### config.mk
export PLATFORM = sky130hd
export DESIGN_NAME = sbc_status
export DESIGN_NICKNAME = d
export VERILOG_FILES = /design/src/rtl/sbc_status_pkg.sv /design/src/rtl/sbc_status_ctrl.sv /design/src/rtl/sbc_status_dp.sv /design/src/rtl/sbc_status.sv
export SDC_FILE = /design/constraint.sdc
export NUM_CORES = 1
export LEC_CHECK = 0
export ABC_AREA = 1
export ABC_CLOCK_PERIOD_IN_PS = 2700
export CORE_AREA = 2 2 39 41
export CTS_CLUSTER_SIZE = 40
export DETAILED_ROUTE_END_ITERATION = 8
export DIE_AREA = 0 0 41 43
export DONT_BUFFER_PORTS = 1
export SLEW_MARGIN = 20
export SYNTH_ARGS = -nofsm -noshare
export SYNTH_HDL_FRONTEND = slang
export SYNTH_SLANG_ARGS = --single-unit
### constraint.sdc
create_clock -name clk -period 2.7 [get_ports clk]
set_clock_uncertainty 0.15 [all_clocks]
set_input_delay 0.54 -clock clk [delete_from_list [all_inputs] [get_ports clk]]
set_output_delay 0.54 -clock clk [all_outputs]
set_load 0.02 [all_outputs]
### src/rtl/sbc_status_pkg.sv
package sbc_status_pkg;
  localparam int STATUS_W  = 8;
  localparam int FOLLOW_W  = 4;
  localparam int ERR_BIT   = 7;
  localparam int TRDY_BIT  = 6;
  localparam int RDRF_BIT  = 5;
  localparam int TLA_BIT   = 4;
  localparam int IDLE_BIT  = 0;
  localparam logic [STATUS_W-1:0] STATUS_RESET = 8'h40;

  // strobes from control to datapath
  typedef struct packed {
    logic holdAll;   // disable: whole register to reset
    logic holdLow;   // not enabled: all but idle to reset
    logic trdySet;
    logic trdyClr;
    logic rdrfSet;
    logic rdrfClr;
    logic tlaSet;
    logic tlaClr;
  } strobe_t;
endpackage

### src/rtl/sbc_status_ctrl.sv
module sbc_status_ctrl
  import sbc_status_pkg::*;
#(
  parameter int ERR_W = 6
) (
  input  logic             clk,
  input  logic             rstN,
  input  logic             enBit,
  input  logic             disBit,
  input  logic             opWrite,
  input  logic             opForNext,
  input  logic             opAccept,
  input  logic             opReject,
  input  logic             evtBreak,
  input  logic             evtFrameErr,
  input  logic             evtArbLost,
  input  logic             frameDone,
  input  logic             rxByteDone,
  input  logic             rxRead,
  input  logic [ERR_W-1:0] errBits,
  input  logic             statusWrite,
  input  logic [STATUS_W-1:0] statusWdata,
  output strobe_t          strb,
  output logic             errAny,
  output logic             pendValid
);
  logic enabled;
  logic pendNext;
  logic cancelCur;
  logic dropPend;

  assign enabled   = enBit && !disBit;
  // errors that cancel only an opcode meant for this frame
  assign cancelCur = (evtFrameErr || evtArbLost) && pendValid && !pendNext;
  assign dropPend  = opAccept || opReject || evtBreak || cancelCur;
  assign errAny    = |errBits;

  always_ff @(posedge clk or negedge rstN) begin
    if (!rstN) begin
      pendValid <= 1'b0;
      pendNext  <= 1'b0;
    end else if (!enabled) begin
      pendValid <= 1'b0;
      pendNext  <= 1'b0;
    end else if (opWrite) begin
      pendValid <= 1'b1;
      pendNext  <= opForNext;
    end else if (dropPend) begin
      pendValid <= 1'b0;
      pendNext  <= 1'b0;
    end else if (frameDone) begin
      pendNext  <= 1'b0;
    end
  end

  always_comb begin
    strb.holdAll = disBit;
    strb.holdLow = !enBit;
    strb.trdySet = dropPend;
    strb.trdyClr = opWrite;
    strb.rdrfSet = rxByteDone;
    strb.rdrfClr = rxRead;
    strb.tlaSet  = evtArbLost;
    strb.tlaClr  = statusWrite && !statusWdata[TLA_BIT];
  end

  // a break always drops the queued opcode
  a_r7_break_drops: assert property (@(posedge clk) disable iff (!rstN)
    (evtBreak && enabled && !opWrite) |=> !pendValid);
  // a next-frame opcode survives a frame error
  a_r8_next_kept: assert property (@(posedge clk) disable iff (!rstN)
    (evtFrameErr && pendValid && pendNext && enabled && !opWrite &&
     !opAccept && !opReject && !evtBreak) |=> pendValid);
endmodule

### src/rtl/sbc_status_dp.sv
module sbc_status_dp
  import sbc_status_pkg::*;
(
  input  logic                clk,
  input  logic                rstN,
  input  strobe_t             strb,
  input  logic                errAny,
  input  logic [FOLLOW_W-1:0] followIn,
  input  logic [STATUS_W-1:0] intMask,
  output logic [STATUS_W-1:0] status,
  output logic                irq
);
  logic                errQ, trdyQ, rdrfQ, tlaQ;
  logic [FOLLOW_W-1:0] followQ;
  logic [STATUS_W-1:0] masked;

  always_ff @(posedge clk or negedge rstN) begin
    if (!rstN) begin
      errQ  <= STATUS_RESET[ERR_BIT];
      trdyQ <= STATUS_RESET[TRDY_BIT];
      rdrfQ <= STATUS_RESET[RDRF_BIT];
      tlaQ  <= STATUS_RESET[TLA_BIT];
    end else if (strb.holdAll || strb.holdLow) begin
      errQ  <= STATUS_RESET[ERR_BIT];
      trdyQ <= STATUS_RESET[TRDY_BIT];
      rdrfQ <= STATUS_RESET[RDRF_BIT];
      tlaQ  <= STATUS_RESET[TLA_BIT];
    end else begin
      errQ <= errAny;
      if (strb.trdySet)      trdyQ <= 1'b1;
      else if (strb.trdyClr) trdyQ <= 1'b0;
      if (strb.rdrfSet)      rdrfQ <= 1'b1;
      else if (strb.rdrfClr) rdrfQ <= 1'b0;
      if (strb.tlaSet)       tlaQ  <= 1'b1;
      else if (strb.tlaClr)  tlaQ  <= 1'b0;
    end
  end

  for (genvar i = 0; i < FOLLOW_W; i++) begin : g_follow
    localparam bit KEEP_WHEN_OFF = (i == IDLE_BIT);
    always_ff @(posedge clk or negedge rstN) begin
      if (!rstN)
        followQ[i] <= STATUS_RESET[i];
      else if (strb.holdAll || (strb.holdLow && !KEEP_WHEN_OFF))
        followQ[i] <= STATUS_RESET[i];
      else
        followQ[i] <= followIn[i];
    end
  end

  assign status = {errQ, trdyQ, rdrfQ, tlaQ, followQ};

  for (genvar b = 0; b < STATUS_W; b++) begin : g_mask
    assign masked[b] = status[b] & intMask[b];
  end
  assign irq = |masked;

  // disable forces the reset value
  a_r2_disable_reset: assert property (@(posedge clk) disable iff (!rstN)
    strb.holdAll |=> (status == STATUS_RESET));
  // a received byte wins over a read in the same cycle
  a_r10_rdrf_set: assert property (@(posedge clk) disable iff (!rstN)
    (strb.rdrfSet && !strb.holdAll && !strb.holdLow) |=> status[RDRF_BIT]);
endmodule

### src/rtl/sbc_status.sv
module sbc_status
  import sbc_status_pkg::*;
#(
  parameter int ERR_W = 6
) (
  input  logic             clk,
  input  logic             rstN,
  input  logic             enBit,
  input  logic             disBit,
  input  logic             opWrite,
  input  logic             opForNext,
  input  logic             opAccept,
  input  logic             opReject,
  input  logic             evtBreak,
  input  logic             evtFrameErr,
  input  logic             evtArbLost,
  input  logic             frameDone,
  input  logic             rxByteDone,
  input  logic             rxRead,
  input  logic [ERR_W-1:0] errBits,
  input  logic             statusWrite,
  input  logic [7:0]       statusWdata,
  input  logic             rdtIn,
  input  logic             eodmIn,
  input  logic             eofmIn,
  input  logic             idleIn,
  input  logic [7:0]       intMask,
  output logic [7:0]       status,
  output logic             irq
);
  strobe_t strb;
  logic    errAny;
  logic    pendValid;
  logic    enabled;

  assign enabled = enBit && !disBit;

  sbc_status_ctrl #(.ERR_W(ERR_W)) u_ctrl (
    .clk(clk), .rstN(rstN), .enBit(enBit), .disBit(disBit),
    .opWrite(opWrite), .opForNext(opForNext), .opAccept(opAccept),
    .opReject(opReject), .evtBreak(evtBreak), .evtFrameErr(evtFrameErr),
    .evtArbLost(evtArbLost), .frameDone(frameDone),
    .rxByteDone(rxByteDone), .rxRead(rxRead), .errBits(errBits),
    .statusWrite(statusWrite), .statusWdata(statusWdata),
    .strb(strb), .errAny(errAny), .pendValid(pendValid)
  );

  sbc_status_dp u_dp (
    .clk(clk), .rstN(rstN), .strb(strb), .errAny(errAny),
    .followIn({rdtIn, eodmIn, eofmIn, idleIn}),
    .intMask(intMask), .status(status), .irq(irq)
  );

  // not enabled keeps bits 7..1 at reset
  a_r3_off_low: assert property (@(posedge clk) disable iff (!rstN)
    (!enBit && !disBit) |=> (status[7:1] == STATUS_RESET[7:1]));
  // error summary follows the error register
  a_r4_err_or: assert property (@(posedge clk) disable iff (!rstN)
    enabled |=> (status[ERR_BIT] == |$past(errBits)));
  // opcode write drops transmit ready
  a_r5_write_clears: assert property (@(posedge clk) disable iff (!rstN)
    (opWrite && enabled) |=> !status[TRDY_BIT]);
  // rejected opcode raises transmit ready
  a_r6_reject_sets: assert property (@(posedge clk) disable iff (!rstN)
    (opReject && enabled && !opWrite) |=> status[TRDY_BIT]);
  // writing one to the lost-arbitration bit leaves it alone
  a_r11_tla_keep: assert property (@(posedge clk) disable iff (!rstN)
    (statusWrite && statusWdata[TLA_BIT] && !evtArbLost && enabled)
      |=> (status[TLA_BIT] == $past(status[TLA_BIT])));
  // transmit ready mirrors the absence of a queued opcode
  a_r5_trdy_pend: assert property (@(posedge clk) disable iff (!rstN)
    enabled |=> (status[TRDY_BIT] == !pendValid));
endmodule

; ---- Word-level counts from Yosys, hierarchy flattened
; Cells that the tools add are included.
[op_classes]
n_bitwise = 8
n_reduce_logical = 18
n_eq_ne = 2
n_mux = 21
[op_table]
columns = cell, count
row1 = 2-to-1 mux 1 bit, 21
row2 = nonzero test 3 bit, 3
row3 = AND 1 bit, 8
row4 = OR reduction 8 bit, 1
row5 = OR reduction 6 bit, 1
row6 = logical OR 1 bit, 5
row7 = logical AND 1 bit, 4
row8 = zero test 1 bit, 4
row9 = "!= test 4 x 3 -> 1 bit, second input constant", 1
row10 = "!= test 3 x 2 -> 1 bit, second input constant", 1
[word_totals]
ff_bits = 10
inputBits = 41
word_cells = 59
output_inout_bits = 9

; ---- Logic depth before layout (Yosys ltp)
[logic_depth]
depth_word = 7
mapped_depth = 7

; ---- Hierarchy
; From an unflattened synthesis, not the netlist that was laid out.
[hier_totals]
hier_cells = 81
area_unflattened_um2 = 586.8
[by_module_without_submodules]
columns = module, cells_each, instances, area_per_inst_um2
row1 = sbc_status_dp, 49, 1, 390.4
row2 = sbc_status_ctrl, 32, 1, 196.4

; ---- Worst setup path after synthesis
; No wires, ideal clock.
[synth_path]
path_kind = input -> output
startpoint = input intMask[4]
endpoint = output irq
setup_slack_ns = 1.008
n_path_buf = 0
path_stages = 3
arrival_time_ns = 1.002
path_cell_list = nand2_1 > nand4_1 > or2_2
[synth_between]
elab_chain_len = 2
[synth_lines]
columns = item, line
row1 = start: declaration, sbc_status.sv:27  ; input logic [7:0] intMask,
row2 = AND 1 bit, sbc_status_dp.sv:54  ; assign masked[b] = status[b] & intMask[b];
row3 = OR reduction 8 bit, sbc_status_dp.sv:56  ; assign irq = |masked;
row4 = end: declaration, sbc_status.sv:29  ; output logic irq
; Every way passes these cells.

; ---- Final worst setup path
[layout_path]
startpoint = register u_dp.tlaQ
endpoint = output irq
[layout_between]
elab_chain_len = 2
[layout_lines]
columns = item, line
row1 = start: declaration, sbc_status_dp.sv:13  ; logic errQ, trdyQ, rdrfQ, tlaQ;
row2 = start signal: assignment, sbc_status_dp.sv:22  ; tlaQ <= STATUS_RESET[TLA_BIT];
row3 = start signal: assignment, sbc_status_dp.sv:27  ; tlaQ <= STATUS_RESET[TLA_BIT];
row4 = AND 1 bit, sbc_status_dp.sv:54
row5 = OR reduction 8 bit, sbc_status_dp.sv:56
; Every way passes these cells.

==> impl_metrics.csv <==
group,metric,value,unit
synth,synth_top_area_share,39.65,%
synth,netlist_area,568.0,um2
detailed_routing,wl_met2,532,um
detailed_routing,finalWirelength,975,um
floorplanning,die_y,43,um
flow_run,maxCapViolCount,0,
timing,rsz0062_at_grt,"no",
detailed_routing,routed.top_layer,"met3",
grt,grt_pass1_vias,436,
setup_path,cp_max_fo,3,
detailed_routing,vias,448,
timing,min_period,1.969,ns
place,gp_congestion,0.7322,
synth,syn_avg_cell_area,7.190,um2
setup_path,worstSetupPathType,"flip-flop to output port",
setup_path,crit_slowest_cell,"dfrtp_1",
pwr,p_switching,77.55,uW
floorplanning,die_w,41,um
pwr,leakage,0.3454,nW
min_path,min_path_type,"input pin to flip-flop",
grt,grt_antenna_before_repair,0,
finish,final_common_cell,"nand2_1",
synth,synth_cell_type_count,17,
timing,worstMarginPinSlew,0.4272,ns
place,port_buffers,0,
detailed_routing,first_pass_iters,3,
synth,synth-main-ff-cell,"dfrtp_1",
clock_tree,cts_tree,"built",
floorplanning,ios,50,
synth,ys_seq_area_share,44.27,%
synth,synth_nets,120,
finish,fillers,160,
pwr,pwr-share-comb,9.2,%
detailed_routing,drtAntennaViolNets,0,
timing,slew_headroom,71.43,%
pwr,intPower,248.8,uW
setup_path,r2r_setup_slack,1.65,ns
clock_tree,clk_latency,0.26,ns
timing,hold_violations,0,
detailed_routing,drc,0,
floorplanning,rows,14,
synth,yosysWarnings,0,
finish,final_nets,122,
detailed_routing,first_iter_violations,11,
detailed_routing,viasPerCell,4.667,
grt,grt_pass1_wl,1738,um
synth,ys_ff_latch,10,
place,preCtsSetupSlack,0.9704,ns
clock_tree,cts_resized,0,
clock_tree,post-cts-setup-buffer-count,0,
finish,final_cell_mix,"nand2_1 (21), inv_1 (16), nor2_1 (13)",
pwr,p_per_area,540.0,nW/um2
timing,finalSetupTns,0,ns
timing,min_period_over_period,72.93,%
clock_tree,numClockSinks,10,
finish,syn_to_final_growth,6.388,%
pwr,p_sw_share,23.76,%
timing,worst_slack,0.7308,ns
setup_path,endpoint_kind,"output port",
pwr,pwr-share-clk,39.9,%
setup_path,path_cells,"nand2_1, nand4_1, or2_2",
detailed_routing,met1Wirelength,344,um
timing,holdWs,0.1849,ns
grt,overflow,0,
clock_tree,path_clk_slew,0.07,ns
synth,yosys.area.top_type,"dfrtp_1",
detailed_routing,wl_met3,98,um
run_status,status,"finished clean",
pwr,power_frac_seq,50.8,%
floorplanning,start_util,41.05,%
place,hpwl,838.9,um
finish,final_util,43.67,%
timing,slew_viol_final,0,
floorplanning,design.die.area,1763,um2
detailed_routing,wl_per_cell,10.16,um
floorplanning,core_area,1384,um2
grt,grt_max_degree,11,
finish,final_cells,96,
synth,netlist_instances,79,
grt,grt.total_usage,14.60,%
clock_tree,cts_root_buffer,"clkbuf_4",
setup_path,critPathMaxStageDelay,0.46,ns
timing,setup_viol,0,
setup_path,cp-start-kind,"flip-flop",
pwr,vdd_ir_drop_max,273.4,uV
clock_tree,clock_path_buffers,2,
timing,fmaxAchievable,507.8,MHz
synth,synth_edf_count,0,
synth,synth_area_leaders,"dfrtp_1 (40%), nand2_1 (14%), inv_1 (11%)",
finish,layout-drive-gt1-share,13.75,%
setup_path,critPathRequiredTime,2.01,ns
synth,async_flop_share,100.0,%
clock_tree,cts_made_buffers,3,
setup_path,cp_data_arrival_time,1.28,ns
clock_tree,cts_max_level,1,
place,dp_cells,91,
finish,antenna_cells,0,
==> area by class of cell <==
type                            instances  area, um2  share of cell area [%]
Timing Repair Buffer                    1      10.01                   1.656
Tap cell                               16      20.02                   3.313
Sequential cell                        10      251.5                   41.61
Inverter                               18      67.56                   11.18
Clock buffer                            4      36.28                   6.004
Multi-Input combinational cell         47      219.0                   36.23
==> kinds of logic (layout without fill, tap and decap cells) <==
kind of cell / after synthesis / in the layout / synth area share (%)
buffers and inverters: 22 / 23 / 17.18
DFF: 10 / 10 / 44.27
and+or+nand+nor: 44 / 44 / 35.90
AOI/OAI and AO/OA: 3 / 3 / 2.642
==> stage by stage <==
step / area (um2) / total power [mW]
after floorplan: 568.0 / 0.1944
after global placement: 558.0 / 0.1951
after global routing: 604.3 / 0.3453
after CTS: 604.3 / 0.3316
final: 604.3 / 0.3263
after detailed placement: 558.0 / 0.1960
==> cells in the mapped netlist (2+ instances only) <==
master,instances
nand2_1,21
inv_1,16
nor2_1,13
dfrtp_1,9
buf_4,4
nand3_1,3
a21oi_1,2
nand4_1,2
==> metal layers <==
layer,vias to the layer above,global-route usage (%)
met1,193,16.28
met3,0,5.759
li1,229,-
met2,26,23.44
met4,0,6.000
met5,-,0
==> flip-flops by register name (all words and copies together) (netlist names) <==
register          cells
u_dp.tlaQ             1
u_dp.trdyQ            1
u_dp.rdrfQ            1
u_dp.status           4
u_ctrl.pendValid      1
u_ctrl.pendNext       1
u_dp.errQ             1
==> worst paths after layout <==
| check | cells past startpoint | startpoint | endpoint |
|---|---|---|---|
| worst max-delay path | 3 | u_dp.tlaQ | irq |
| worst min-delay path | 1 | disBit | u_dp.status[0] |
| worst max register to register | 6 | u_ctrl.pendNext | u_ctrl.pendValid |
| worst min register to register | 2 | u_ctrl.pendValid | u_ctrl.pendValid |
| max in group asynchronous | 1 | rstN | u_dp.trdyQ |
| min in group asynchronous | 1 | rstN | u_ctrl.pendNext |
==> power groups by stage <==
stage                     registers [mW]  logic [mW]  clock network [mW]
after floorplan                    0.165      0.0298                   0
after global placement             0.168      0.0266                   0
after detailed placement           0.169      0.0272                   0
after CTS                          0.166      0.0312               0.135
after global routing               0.167      0.0370               0.142
final                              0.166      0.0302               0.130
==> timing repair <==
| item | 4_1_cts | 5_1_grt |
|---|---|---|
| endpoints found under the hold margin | 10 | 0 |
| endpoints found under the setup margin | 0 | 0 |
| hold buffers | 1 | 0 |
==> critical path: cells and delay by family, from the launching register on <==
family	cells	cell delay, ns
and+or+nand+nor	3	0.56
DFF	1	0.46
No activity file was read; power rests on OpenSTA's default activity.
